**src/rtl/clkdiv_pkg.sv**
```systemverilog
package clkdiv_pkg;

  // Terminal count of a divider: a ratio field of zero behaves as one.
  function automatic int unsigned ratio_top(input int unsigned r);
    return (r == 0) ? 0 : r - 1;
  endfunction

  // Auto-zero ratio with the floor applied.
  function automatic int unsigned az_floor(input int unsigned r, input int unsigned lo);
    return (r < lo) ? lo : r;
  endfunction

endpackage

```
**src/rtl/clkdiv_primary.sv**
```systemverilog
module clkdiv_primary #(
  parameter int RATIO_W = 9
) (
  input  logic               clk,
  input  logic               rst,
  input  logic               restart,
  input  logic [RATIO_W-1:0] ratio,
  output logic               ce
);
  import clkdiv_pkg::*;

  logic [RATIO_W-1:0] cnt_q;
  logic [RATIO_W-1:0] top_val;

  assign top_val = RATIO_W'(ratio_top(32'(ratio)));
  assign ce      = (cnt_q == top_val);

  always_ff @(posedge clk) begin
    if (rst || restart)
      cnt_q <= '0;
    else if (ce)
      cnt_q <= '0;
    else
      cnt_q <= cnt_q + 1'b1;
  end
endmodule

```
**src/rtl/clkdiv_secondary.sv**
```systemverilog
module clkdiv_secondary #(
  parameter int RATIO_W = 9,
  parameter int PHASE_W = 8
) (
  input  logic               clk,
  input  logic               rst,
  input  logic               restart,
  input  logic               pri_ce,
  input  logic               en,
  input  logic [RATIO_W-1:0] ratio,
  input  logic [PHASE_W-1:0] phase_ld,
  output logic               ce
);
  import clkdiv_pkg::*;

  logic [PHASE_W-1:0] dly_q;
  logic [RATIO_W-1:0] cnt_q;
  logic [RATIO_W-1:0] top_val;
  logic               running;

  assign top_val = RATIO_W'(ratio_top(32'(ratio)));
  assign running = (dly_q == '0);
  assign ce      = en && pri_ce && running && (cnt_q == top_val);

  // The delay counter burns primary strobes first; only then does the
  // ratio counter advance. Disabled channels hold a fresh start state.
  always_ff @(posedge clk) begin
    if (rst || restart || !en) begin
      dly_q <= phase_ld;
      cnt_q <= '0;
    end else if (pri_ce) begin
      if (!running)
        dly_q <= dly_q - 1'b1;
      else if (cnt_q == top_val)
        cnt_q <= '0;
      else
        cnt_q <= cnt_q + 1'b1;
    end
  end
endmodule

```
**src/rtl/clkdiv_autozero.sv**
```systemverilog
module clkdiv_autozero #(
  parameter int AZ_W   = 19,
  parameter int AZ_MIN = 1000
) (
  input  logic            clk,
  input  logic            rst,
  input  logic [AZ_W-1:0] ratio_in,
  output logic            ce
);
  import clkdiv_pkg::*;

  logic [AZ_W-1:0] ratio_q;
  logic [AZ_W-1:0] cnt_q;
  logic [AZ_W-1:0] ratio_fl;

  assign ratio_fl = AZ_W'(az_floor(32'(ratio_in), AZ_MIN));
  assign ce       = (cnt_q == ratio_q - 1'b1);

  // The ratio is sampled only at a period boundary.
  always_ff @(posedge clk) begin
    if (rst || ce) begin
      ratio_q <= ratio_fl;
      cnt_q   <= '0;
    end else begin
      cnt_q <= cnt_q + 1'b1;
    end
  end
endmodule

```
**src/rtl/clkdiv_bank.sv**
```systemverilog
module clkdiv_bank #(
  parameter int N_SEC   = 4,
  parameter int RATIO_W = 9,
  parameter int PHASE_W = 8,
  parameter int AZ_W    = 19,
  parameter int AZ_MIN  = 1000
) (
  input  logic                       clk,
  input  logic                       rst,
  input  logic [RATIO_W-1:0]         pri_ratio_i,
  input  logic [N_SEC*RATIO_W-1:0]   sec_ratio_i,
  input  logic [N_SEC*PHASE_W-1:0]   sec_phase_i,
  input  logic [N_SEC-1:0]           sec_en_i,
  input  logic [AZ_W-1:0]            az_ratio_i,
  output logic                       pri_tick_o,
  output logic [N_SEC-1:0]           sec_tick_o,
  output logic                       az_tick_o,
  output logic                       aligned_o
);
  localparam int CFG_W = RATIO_W + N_SEC * (RATIO_W + PHASE_W + 1);

  logic [RATIO_W-1:0]       pri_ratio_q;
  logic [N_SEC*RATIO_W-1:0] sec_ratio_q;
  logic [N_SEC*PHASE_W-1:0] sec_phase_q;
  logic [N_SEC-1:0]         sec_en_q;

  logic [CFG_W-1:0]         cfg_in;
  logic [CFG_W-1:0]         cfg_act;
  logic                     cfg_diff;
  logic                     restart;
  logic [N_SEC*PHASE_W-1:0] phase_next;

  logic                     pri_ce;
  logic [N_SEC-1:0]         sec_ce;
  logic                     align_s;
  logic                     az_ce;

  assign cfg_in     = {pri_ratio_i, sec_ratio_i, sec_phase_i, sec_en_i};
  assign cfg_act    = {pri_ratio_q, sec_ratio_q, sec_phase_q, sec_en_q};
  assign cfg_diff   = (cfg_in != cfg_act);
  assign align_s    = pri_ce && (&(sec_ce | ~sec_en_q));
  assign restart    = align_s && cfg_diff;
  assign phase_next = (rst || restart) ? sec_phase_i : sec_phase_q;

  // Active configuration: loaded in reset and at a differing alignment.
  always_ff @(posedge clk) begin
    if (rst || restart) begin
      pri_ratio_q <= pri_ratio_i;
      sec_ratio_q <= sec_ratio_i;
      sec_phase_q <= sec_phase_i;
      sec_en_q    <= sec_en_i;
    end
  end

  clkdiv_primary #(.RATIO_W(RATIO_W)) pri_i (
    .clk     (clk),
    .rst     (rst),
    .restart (restart),
    .ratio   (pri_ratio_q),
    .ce      (pri_ce)
  );

  for (genvar g = 0; g < N_SEC; g++) begin : g_sec
    clkdiv_secondary #(.RATIO_W(RATIO_W), .PHASE_W(PHASE_W)) sec_i (
      .clk      (clk),
      .rst      (rst),
      .restart  (restart),
      .pri_ce   (pri_ce),
      .en       (sec_en_q[g]),
      .ratio    (sec_ratio_q[g*RATIO_W +: RATIO_W]),
      .phase_ld (phase_next[g*PHASE_W +: PHASE_W]),
      .ce       (sec_ce[g])
    );
  end

  clkdiv_autozero #(.AZ_W(AZ_W), .AZ_MIN(AZ_MIN)) az_i (
    .clk      (clk),
    .rst      (rst),
    .ratio_in (az_ratio_i),
    .ce       (az_ce)
  );

  always_ff @(posedge clk) begin
    if (rst) begin
      pri_tick_o <= 1'b0;
      sec_tick_o <= '0;
      az_tick_o  <= 1'b0;
      aligned_o  <= 1'b0;
    end else begin
      pri_tick_o <= pri_ce;
      sec_tick_o <= sec_ce;
      az_tick_o  <= az_ce;
      aligned_o  <= align_s;
    end
  end
endmodule

```
**config.mk**
```make
export PLATFORM = sky130hd
export DESIGN_NAME = clkdiv_bank
export DESIGN_NICKNAME = d
export VERILOG_FILES = /design/src/rtl/clkdiv_pkg.sv /design/src/rtl/clkdiv_primary.sv /design/src/rtl/clkdiv_secondary.sv /design/src/rtl/clkdiv_autozero.sv /design/src/rtl/clkdiv_bank.sv
export SDC_FILE = /design/constraint.sdc
export NUM_CORES = 1
export LEC_CHECK = 0
export ABC_AREA = 1
export BUFFER_PORTS_ARGS = -buffer_cell sky130_fd_sc_hd__buf_2
export CELL_PAD_IN_SITES_DETAIL_PLACEMENT = 0
export CELL_PAD_IN_SITES_GLOBAL_PLACEMENT = 1
export CORE_MARGIN = 2
export CORE_UTILIZATION = 40
export DETAILED_ROUTE_END_ITERATION = 8
export PLACE_DENSITY = 0.75
export SYNTH_ARGS = -nofsm -noshare
export SYNTH_HDL_FRONTEND = slang
export SYNTH_SLANG_ARGS = --single-unit
```
**constraint.sdc**
```tcl
create_clock -name clk -period 3.05 [get_ports clk]
set_clock_uncertainty 0.15 [all_clocks]
set_input_delay 0.4575 -clock clk [delete_from_list [all_inputs] [get_ports clk]]
set_output_delay 0.4575 -clock clk [all_outputs]
set_load 0.05 [all_outputs]
```
==> results.md, run 1 <==
* Global-route wire length before repair at 54400 um
* Worst setup margin at -0.208 ns
* RSZ-0062 raised after global routing: yes
* Synth area leaders: edfxtp_1 24%, dfxtp_1 17%, nand2_1 12%
* DRC at 0
* Post-synth EDFFs at 100
* Register bit total from synthesis at 203
* Initial Utilization at 40.4%
* Fin crit period at 3.26 ns
* DRT Pass-1 Iters at 5
* IO buf count at 108
* Die ar. at 0.0322 mm^2
* Ys Warns at 0
* Routed via count at 11638
* Share of layout cells above drive strength 1 at 27.3%
* Post-synth top area share at 24.4%
* Number of routed nets with antenna violations at 0
* Syn Inst Count at 1657
* Max-cap viol count at 0
* Clk sinks at 203
* Root Buffer: clkbuf_16
* Hpwl dp at 25100 um
* Most frequent cell after synthesis: nand2_1
* Io pins at 109
* Crit path kind: reg2reg
* Drt first-iter violations at 708
* CP Capture Type: flop
* Leading area contributor after synthesis: edfxtp_1
* Critical Path RT at 3.14 ns
* Core Area at 0.0304 mm^2
* Critical Path AT at 3.35 ns
* Final hold viol count at 0
* Final Cell Area at 0.0172 mm^2
* DR WL/cell at 14.2 um
* Mean post-synth cell area at 7.43 um^2
* Worst skew pair latency at 0.52 ns
* Avg Vias per Cell at 4.76
* Nets at 2144
* Setup TNS at -18.52 ns
* Placed Area at 0.0145 mm^2
* Synthesized area at 0.0123 mm^2
* Final WL at 34700 um
* Final hold slack at 0.0311 ns
* Cell Rows at 64
* GP Congestion at 0.825
* Final setup vio count at 172
* Area added between synthesis and finish at 39.9%
* Pwr dens at 447 mW/mm^2
* Power Total at 7.70 mW
* Fin crit share at 107%
* Mapped Nets at 1775
* Kind of start point of the critical path: flop
* CP max FO at 8
* List of most frequent post-synthesis cells: 391 x nand2_1, 231 x inv_1, 196 x nand3_1
* Vias in the first global route at 11178
* Actual slew at the worst max-slew pin at 0.451 ns
* CTS Buf Count at 25
* H-tree levels at 1
* Clock Pin Slew Worst Setup and Hold Paths at 0.06 ns
* Main synth FF type: dfxtp_1
* Rel. slew slack at 69.6%
* Die Span X at 179 um
* TritonCTS clock tree: built
* Maximum clock insertion buffer count at 3
* Status: complete, but fails checks
* Fin. max-slew vios at 0
* GRT overflow at 0
* Hold crit path type: in2reg
* Die height at 179 um
* LEAKAGE at 7.86 nW
* Sequential fraction of the synthesis area at 41.2%
* GRT Overall Usage at 21.0%
* Failing checks: setup timing
* Async SR Flop Fraction at 0%
* Largest net degree at the start of global routing at 39
* Initial antenna violation count at 2
* Synth cell types at 37
* Max Fclk at 307 MHz
* Worst VDD drop at 0.420 mV
[power breakdown]
| group | internal [mW] | leakage, nW | switching, mW |
|---|---|---|---|
| combinational | 0.699 | 5.60 | 0.751 |
| sequential | 3.06 | 1.83 | 0.131 |
| clock | 1.87 | 0.425 | 1.19 |
| total | 5.63 | 7.86 | 2.07 |
[metal layers]
| metal | GRT usage [%] | vias to the layer above | wire, um |
|---|---|---|---|
| met1 | 28.1 | 5344 | 16100 |
| met2 | 36.5 | 182 | 16800 |
| met3 | 3.00 | 38 | 1390 |
| met5 | 0 | - | 0 |
| li1 | - | 6074 | - |
| met4 | 3.43 | 0 | 405 |
[sequential cells by signal, indices dropped and copies added, names as in the netlist]
register and flops:
g_sec.sec_i.cnt_q 36, sec_phase_q 32, pri_tick_o 1, pri_i.cnt_q 9, aligned_o 1, g_sec.sec_i.dly_q 32, az_i.ratio_q 19, sec_ratio_q 36
sec_tick_o 4, az_tick_o 1, az_i.cnt_q 19, sec_en_q 4, pri_ratio_q 9
[kinds of logic after synthesis]
group | Yosys count | synth area share [%]
AND/OR/NAND/NOR | 954 | 34.7
buffers and inverters | 269 | 8.60
flip-flops | 203 | 41.2
XOR/XNOR | 165 | 11.7
AO/OA/AOI/OAI | 50 | 2.21
adder cells (fa/ha/maj) | 16 | 1.63
[final timing paths]
| check | start | to | slack [ns] | depth (start not counted) |
|---|---|---|---|---|
| max | pri_ratio_q[2] | sec_ratio_q[29] | -0.21 | 18 |
| min | sec_ratio_i[27] | sec_ratio_q[27] | 0.03 | 1 |
| max reg2reg | pri_ratio_q[2] | sec_ratio_q[29] | -0.21 | 18 |
| min reg2reg | az_i.cnt_q[0] | az_i.cnt_q[0] | 0.32 | 1 |
[worst max-delay path, cell delays in order, from the launching register on]
cell	delay, ns
edfxtp_1	0.52
nor2_4	0.19
nand2_4	0.07
nor2_4	0.12
nand2_4	0.10
buf_12	0.15
nand3_4	0.07
nand2_2	0.07
nor2_4	0.13
nand2_2	0.07
nor2_4	0.16
nand3_2	0.12
nor2_4	0.12
nor2_2	0.05
nor2_2	0.14
nand3_4	0.17
nand2_8	0.19
clkbuf_16	0.20
clkbuf_16	0.16
[cells in the final DEF, fill, tap and decap left out, types with 44 or more instances in the layout]
| master | instances |
|---|---|
| nand3_1 | 163 |
| buf_2 | 108 |
| nand2_1 | 320 |
| nor2_1 | 165 |
| inv_1 | 218 |
| dfxtp_1 | 103 |
| xnor2_1 | 50 |
| xor2_1 | 112 |
| edfxtp_1 | 100 |
| dlygate4sd3_1 | 55 |
| nand4_1 | 44 |
| nand2_2 | 60 |
| buf_4 | 181 |
[layout make-up]
class	instances	area (um^2)
Clock inverter	12	111
Timing Repair Buffer	373	2940
Antenna cell	3	7.51
Multi-Input combinational cell	1186	6960
Clock buffer	33	739
Sequential cell	203	5060
Fill cell	2855	13200
Inverter	236	896
Timing Repair inverter	1	5.00
Tap cell	396	495
[repair_timing]
item | 4_1_cts | 5_1_grt
gates cloned | 4 | 7
endpoints found under the hold margin | 55 | 0
setup buffers | 29 | 18
pin swaps | 16 | 49
hold buffers | 55 | 0
resized for setup | 73 | 132
endpoints found under the setup margin | 189 | 211
[per-stage QoR]
stage	instances	worst slack [ns]	util [%]
5_1_grt	2440	-0.338	56.6
3_3_place_gp	2286	-0.230	47.8
4_1_cts	2419	-0.177	54.3
3_5_place_dp	2286	-0.289	47.8
6_report	2443	-0.208	56.6
2_1_floorplan	1657	-0.0217	-
No activity file was read; power rests on OpenSTA's default activity.
==> run 2, diff against run 1 <==
Settings changed: BUFFER_PORTS_ARGS -buffer_cell sky130_fd_sc_hd__buf_2 to -buffer_cell sky130_fd_sc_hd__buf_4, CELL_PAD_IN_SITES_DETAIL_PLACEMENT 0 to 1, CELL_PAD_IN_SITES_GLOBAL_PLACEMENT 1 to 2, CORE_UTILIZATION 40 to 32, GPL_ROUTABILITY_DRIVEN set to 1.
==> run 2 against run 1 <==
  * The run still ends with setup timing left
  * Clock power increased by 3%
  * First-iteration DRC count shrank 46%
  * Clock-buffer cell count grew 6
  * Critical path type unchanged
  * Via count is 4.2% higher
  * Largest power group unchanged
==> results.md, run 2 (synthesis results as in run 1) <==
* Status: complete, but fails checks (unchanged)
* Failing checks: setup timing (unchanged)
* Largest net degree at the start of global routing at 32 (was 39)
* RSZ-0062 raised after global routing: yes (unchanged)
* Initial antenna violation count at 4 (was 2)
* Max-cap viol count at 0 (unchanged)
* Cell Rows at 71 (was 64)
* Initial Utilization at 32.6% (was 40.4%)
* Share of layout cells above drive strength 1 at 27.5% (was 27.3%)
* Final WL at 41500 um (was 34700 um)
* Leading cell type in the layout, fill and taps excluded: nand2_1 (unchanged)
* GRT overflow at 0 (unchanged)
* Reg area at 0.00506 mm^2 (unchanged)
* Actual slew at the worst max-slew pin at 0.488 ns (was 0.451 ns)
* Final setup vio count at 190 (was 172)
* Maximum clock insertion buffer count at 3 (unchanged)
* Die Span X at 200 um (was 179 um)
* Power Total at 7.93 mW (was 7.70 mW)
* NetSw at 2.22 mW (was 2.07 mW)
* Fin. max-slew vios at 0 (unchanged)
* Kind of start point of the critical path: flop (unchanged)
* Max Fclk at 296 MHz (was 307 MHz)
* Routed via count at 12132 (was 11638)
* Hpwl dp at 30300 um (was 25100 um)
* Seq pwr share at 40.4% (was 41.5%)
* Worst skew pair latency at 0.55 ns (was 0.52 ns)
* IO buf count at 108 (unchanged)
* Final hold slack at 0.0261 ns (was 0.0311 ns)
* Clock Pin Slew Worst Setup and Hold Paths at 0.06 ns (about the same)
* Die height at 200 um (was 179 um)
* TritonCTS clock tree: built (unchanged)
* Finished Layout Cells at 2584 (was 2443)
* GP Congestion at 0.837 (was 0.825)
* Worst VDD drop at 0.414 mV (was 0.420 mV)
* Avg Vias per Cell at 4.70 (was 4.76)
* Largest regs: g_sec.sec_i.cnt_q x36, sec_ratio_q x36 (unchanged)
* Setup TNS at -35.95 ns (was -18.52 ns)
* Area added between synthesis and finish at 46.3% (was 39.9%)
* DRT Pass-1 Iters at 4 (was 5)
* Root Buffer: clkbuf_16 (unchanged)
* Critical Path AT at 3.50 ns (was 3.35 ns)
* Die ar. at 0.0400 mm^2 (was 0.0322 mm^2)
* Worst setup margin at -0.323 ns (was -0.208 ns)
* Hold crit path type: in2reg (unchanged)
* # placed instances at 2423 (was 2286)
* Drt first-iter violations at 381 (was 708)
* Comb pwr share at 19.7% (was 18.8%)
* LEAKAGE at 8.11 nW (was 7.86 nW)
* Clock power share at 39.9% (was 39.7%)
* Rel. slew slack at 67.2% (was 69.6%)
* Crit path kind: reg2reg (unchanged)
* Number of routed nets with antenna violations at 0 (unchanged)
* Fin crit share at 111% (was 107%)
* Pwr dens at 440 mW/mm^2 (was 447 mW/mm^2)
* Internal power at 5.71 mW (was 5.63 mW)
* Io pins at 109 (unchanged)
* CP max FO at 7 (was 8)
* DRC at 0 (unchanged)
* GRT Overall Usage at 19.9% (was 21.0%)
* H-tree levels at 1 (unchanged)
* CP Capture Type: flop (unchanged)
* Commonest non-fill, non-tap cells in the layout: 331 x nand2_1, 301 x buf_4, 219 x inv_1 (was 320 x nand2_1, 218 x inv_1, 181 x buf_4)
* Vias in the first global route at 12710 (was 11178)
* Area occupied by multi-input gates at 0.00704 mm^2 (was 0.00696 mm^2)
* Clk sinks at 203 (unchanged)
* Core Area at 0.0378 mm^2 (was 0.0304 mm^2)
* Nets at 2168 (was 2144)
* Critical Path RT at 3.18 ns (was 3.14 ns)
* Final Cell Area at 0.0180 mm^2 (was 0.0172 mm^2)
* Net Sw Frac at 28.0% (was 26.9%)
* Global-route wire length before repair at 65300 um (was 54400 um)
* # fillers at 4559 (was 2855)
* Final hold viol count at 0 (unchanged)
* Fin crit period at 3.37 ns (was 3.26 ns)
* Placed Area at 0.0152 mm^2 (was 0.0145 mm^2)
* DR WL/cell at 16.1 um (was 14.2 um)
* CTS Buf Count at 27 (was 25)
==> run 2: routing by layer <==
metal / up-vias / part of all wire (%) / track usage (%)
met4: 6 / 1.5 / 3.46
met1: 5829 / 45 / 25.5
met2: 131 / 50 / 35.6
met3: 52 / 3.1 / 3.32
li1: 6114 / - / -
met5: - / 0.10 / 0
==> run 2: area by class of cell <==
class | instances | share of cell area [%]
timing repair buffer | 395 | 19.3
timing repair inverter | 1 | 0.0486
sequential | 203 | 28.1
tap | 511 | 3.55
inverter | 236 | 5.00
antenna | 2 | 0.0278
multi-input combinational | 1186 | 39.1
clock buffer | 39 | 4.40
clock inverter | 11 | 0.493
==> run 2: power groups by stage <==
stage / clock, mW / combinational, mW / sequential, mW
2_1_floorplan: 0 / 0.721 / 3.23
4_1_cts: 3.25 / 1.44 / 3.20
6_report: 3.16 / 1.56 / 3.20
5_1_grt: 3.36 / 1.73 / 3.22
3_3_place_gp: 0 / 1.27 / 3.24
3_5_place_dp: 0 / 1.30 / 3.25
==> run 2: repair_timing <==
item,in CTS,in global routing
hold buffers,58,0
cloned,2,7
buffers inserted,15,29
endpoints found under the hold margin,58,0
pin swaps,17,37
endpoints found under the setup margin,190,210
gates resized for setup,67,154
==> run 2: path summary, 6_finish.rpt <==
path,startpoint,end,slack (ns),depth (start not counted)
worst max register to register,pri_ratio_q[3],sec_ratio_q[27],-0.32,19
worst max-delay path,pri_ratio_q[3],sec_ratio_q[27],-0.32,19
worst min-delay path,rst,pri_tick_o,0.03,2
worst min register to register,az_i.cnt_q[0],az_i.cnt_q[0],0.32,1
==> run 2: critical path, stage by stage (launching register included) <==
cell and delay [ns]:
edfxtp_1 0.53, nor2_4 0.20, nand2_4 0.08, nor2_4 0.14
nand2_4 0.09, buf_12 0.15, nand3_4 0.08, nand2_4 0.06
nor2_4 0.11, nand2_2 0.06, nor2_4 0.22, nand3_2 0.13
nor2_4 0.18, nor2_4 0.05, nor2_4 0.10, nand3_4 0.15
nand2_8 0.15, buf_12 0.12, clkbuf_16 0.16, clkbuf_16 0.15
==> run 2: per-stage QoR <==
step	worst slack [ns]	util (%)
2_1_floorplan	-0.0217	-
3_3_place_gp	-0.380	40.1
3_5_place_dp	-0.468	40.1
4_1_cts	-0.210	45.2
5_1_grt	-0.456	47.7
6_report	-0.323	47.7
==> run 3, diff against run 2 <==
Settings changed: CTS_CLUSTER_DIAMETER set to 60.
Clock period 3.05 ns to 3.1 ns, I/O delays scaled along.
==> run 3 against run 2 <==
  * The flow still finishes with violations (setup timing)
  * Sequential power shrank 2%
  * Critical endpoint is now g_sec[2].sec_i.dly_q[5]
  * Core utilization shrank 0.17 points
  * Sequential share of layout area grew 0.10 points
  * Critical path type unchanged
  * Clock-buffer cell count shrank 3
  * Flip-flop and latch count is the same
  * Register-to-register slack gained 0.02 ns
==> results.md, run 3 (synthesis results as in run 1) <==
* Clk sinks at 203 (unchanged)
* Die Span X at 200 um (unchanged)
* Area added between synthesis and finish at 45.8% (was 46.3%)
* Clock Pin Slew Worst Setup and Hold Paths at 0.07 ns (was 0.06 ns)
* Worst VDD drop at 0.384 mV (was 0.414 mV)
* Leading cell type in the layout, fill and taps excluded: nand2_1 (unchanged)
* Rel. slew slack at 63.0% (was 67.2%)
* # placed instances at 2408 (was 2423)
* LEAKAGE at 8.12 nW (was 8.11 nW)
* Hold crit path type: in2reg (unchanged)
* CP max FO at 7 (unchanged)
* Largest net degree at the start of global routing at 32 (unchanged)
* Final setup vio count at 188 (was 190)
* Kind of start point of the critical path: flop (unchanged)
* Root Buffer: clkbuf_16 (unchanged)
* Pwr dens at 446 mW/mm^2 (was 440 mW/mm^2)
* Maximum clock insertion buffer count at 3 (unchanged)
* Cell Rows at 71 (unchanged)
* Nets at 2151 (was 2168)
* Max-cap viol count at 0 (unchanged)
* Initial antenna violation count at 3 (was 4)
* Io pins at 109 (unchanged)
* Max Fclk at 294 MHz (was 296 MHz)
* DRC at 0 (unchanged)
* Commonest non-fill, non-tap cells in the layout: 333 x nand2_1, 285 x buf_4, 220 x inv_1 (was 331 x nand2_1, 301 x buf_4, 219 x inv_1)
* Critical Path AT at 3.56 ns (was 3.50 ns)
* Most used cell, CP: nor2_4 (unchanged)
* GRT overflow at 0 (unchanged)
* DR WL/cell at 16.1 um (about the same)
* Core Area at 0.0378 mm^2 (unchanged)
* Finished Layout Cells at 2568 (was 2584)
* CP Capture Type: flop (unchanged)
* DRT Pass-1 Iters at 4 (unchanged)
* Worst skew pair latency at 0.56 ns (was 0.55 ns)
* Actual slew at the worst max-slew pin at 0.550 ns (was 0.488 ns)
* CP max-delay cell: edfxtp_1 (unchanged)
* Final WL at 41300 um (was 41500 um)
* Worst slack, placed at -0.544 ns (was -0.468 ns)
* Crit path kind: reg2reg (unchanged)
* Die ar. at 0.0400 mm^2 (unchanged)
* Routed via count at 11989 (was 12132)
* H-tree levels at 1 (unchanged)
* Vias in the first global route at 12724 (was 12710)
* Fin crit share at 110% (was 111%)
* Die height at 200 um (unchanged)
* Largest regs: g_sec.sec_i.cnt_q x36, sec_ratio_q x36 (unchanged)
* Number of routed nets with antenna violations at 0 (unchanged)
* GP Congestion at 0.827 (was 0.837)
* TritonCTS clock tree: built (unchanged)
* Drt first-iter violations at 310 (was 381)
* Hpwl dp at 29700 um (was 30300 um)
* Initial Utilization at 32.6% (unchanged)
* CTS Buf Count at 29 (was 27)
* Setup TNS at -33.68 ns (was -35.95 ns)
* Critical-path cell list: nor2_1 -> nand2_1 -> nor2_4 -> nand2_4 -> clkbuf_16 -> nand3_4 -> nand2_4 -> nor2_4 -> nand2_2 -> nor2_4 -> buf_12 -> nand3_4 -> nor2_4 -> nor2_4 -> nor2_4 -> nand3_4 -> nand2_8 -> buf_12 -> buf_12 -> nand2_4 -> nand3_2 -> nand2_1 (was nor2_4 -> nand2_4 -> nor2_4 -> nand2_4 -> buf_12 -> nand3_4 -> nand2_4 -> nor2_4 -> nand2_2 -> nor2_4 -> nand3_2 -> nor2_4 -> nor2_4 -> nor2_4 -> nand3_4 -> nand2_8 -> buf_12 -> clkbuf_16 -> clkbuf_16)
* IO buf count at 108 (unchanged)
* Post-layout util at 47.5% (was 47.7%)
* Power Total at 8.00 mW (was 7.93 mW)
* Fin crit period at 3.40 ns (was 3.37 ns)
* RSZ-0062 raised after global routing: yes (unchanged)
* Failing checks: setup timing (unchanged)
* Fin. max-slew vios at 0 (unchanged)
* Global-route wire length before repair at 65700 um (was 65300 um)
* Worst setup margin at -0.299 ns (was -0.323 ns)
* Status: complete, but fails checks (unchanged)
* Critical path's largest stage delay at 0.45 ns (was 0.53 ns)
* Final hold viol count at 0 (unchanged)
* Share of layout cells above drive strength 1 at 27.0% (was 27.5%)
* GRT Overall Usage at 20.1% (was 19.9%)
* Avg Vias per Cell at 4.67 (was 4.70)
* Critical Path RT at 3.26 ns (was 3.18 ns)
[run 3: path summary, 6_finish.rpt]
path,start,endpoint,slack (ns),cells after the start
setup / recovery,pri_ratio_q[6],g_sec[2].sec_i.dly_q[5],-0.30,22
hold / removal,az_ratio_i[3],az_i.ratio_q[3],0.03,2
setup reg to reg,pri_ratio_q[6],g_sec[2].sec_i.dly_q[5],-0.30,22
hold reg to reg,az_i.cnt_q[0],az_i.cnt_q[0],0.32,1
[run 3: routing by layer]
layer / part of all wire (%) / track usage [%] / vias up
met2: 50 / 36.0 / 133
li1: - / - / 6078
met5: 0.060 / 0 / -
met4: 2.5 / 4.80 / 4
met1: 44 / 25.1 / 5708
met3: 3.3 / 3.47 / 66
[run 3: critical path, delay by kind of cell (launching register included)]
kind | cells | cell delay [ns]
buf+inv | 4 | 0.60
flops | 1 | 0.45
simple gates | 18 | 1.94
[run 3: what timing repair did]
item / 4_1_cts / 5_1_grt
pin swaps: 18 / 36
gates cloned: 6 / 3
hold endpoints to repair: 58 / 0
resized for setup: 94 / 139
buffers inserted: 28 / 15
endpoints found under the setup margin: 190 / 212
hold buffers: 58 / 0
[run 3: where the power goes]
group	internal, mW	total [mW]	switching [mW]
clock	1.99	3.31	1.32
sequential	3.02	3.15	0.136
combinational	0.746	1.53	0.788
total	5.75	8.00	2.25
[run 3: per-stage QoR]
stage	hold slack [ns]	area (um^2)
after global placement	0.307	15000
final	0.0345	17900
after CTS	0.00510	17300
after global routing	0.0147	17900
after floorplan	0.280	12400
after detailed placement	0.317	15000
[run 3: cell type report]
class	instances	area, um^2
inverters	236	907
clock inverters	17	170
diodes	2	5.00
multi-input cells	1186	7030
repair buffers	377	3330
fillers	4536	19800
flip-flops and latches	203	5060
well taps	511	639
clock buffers	36	792
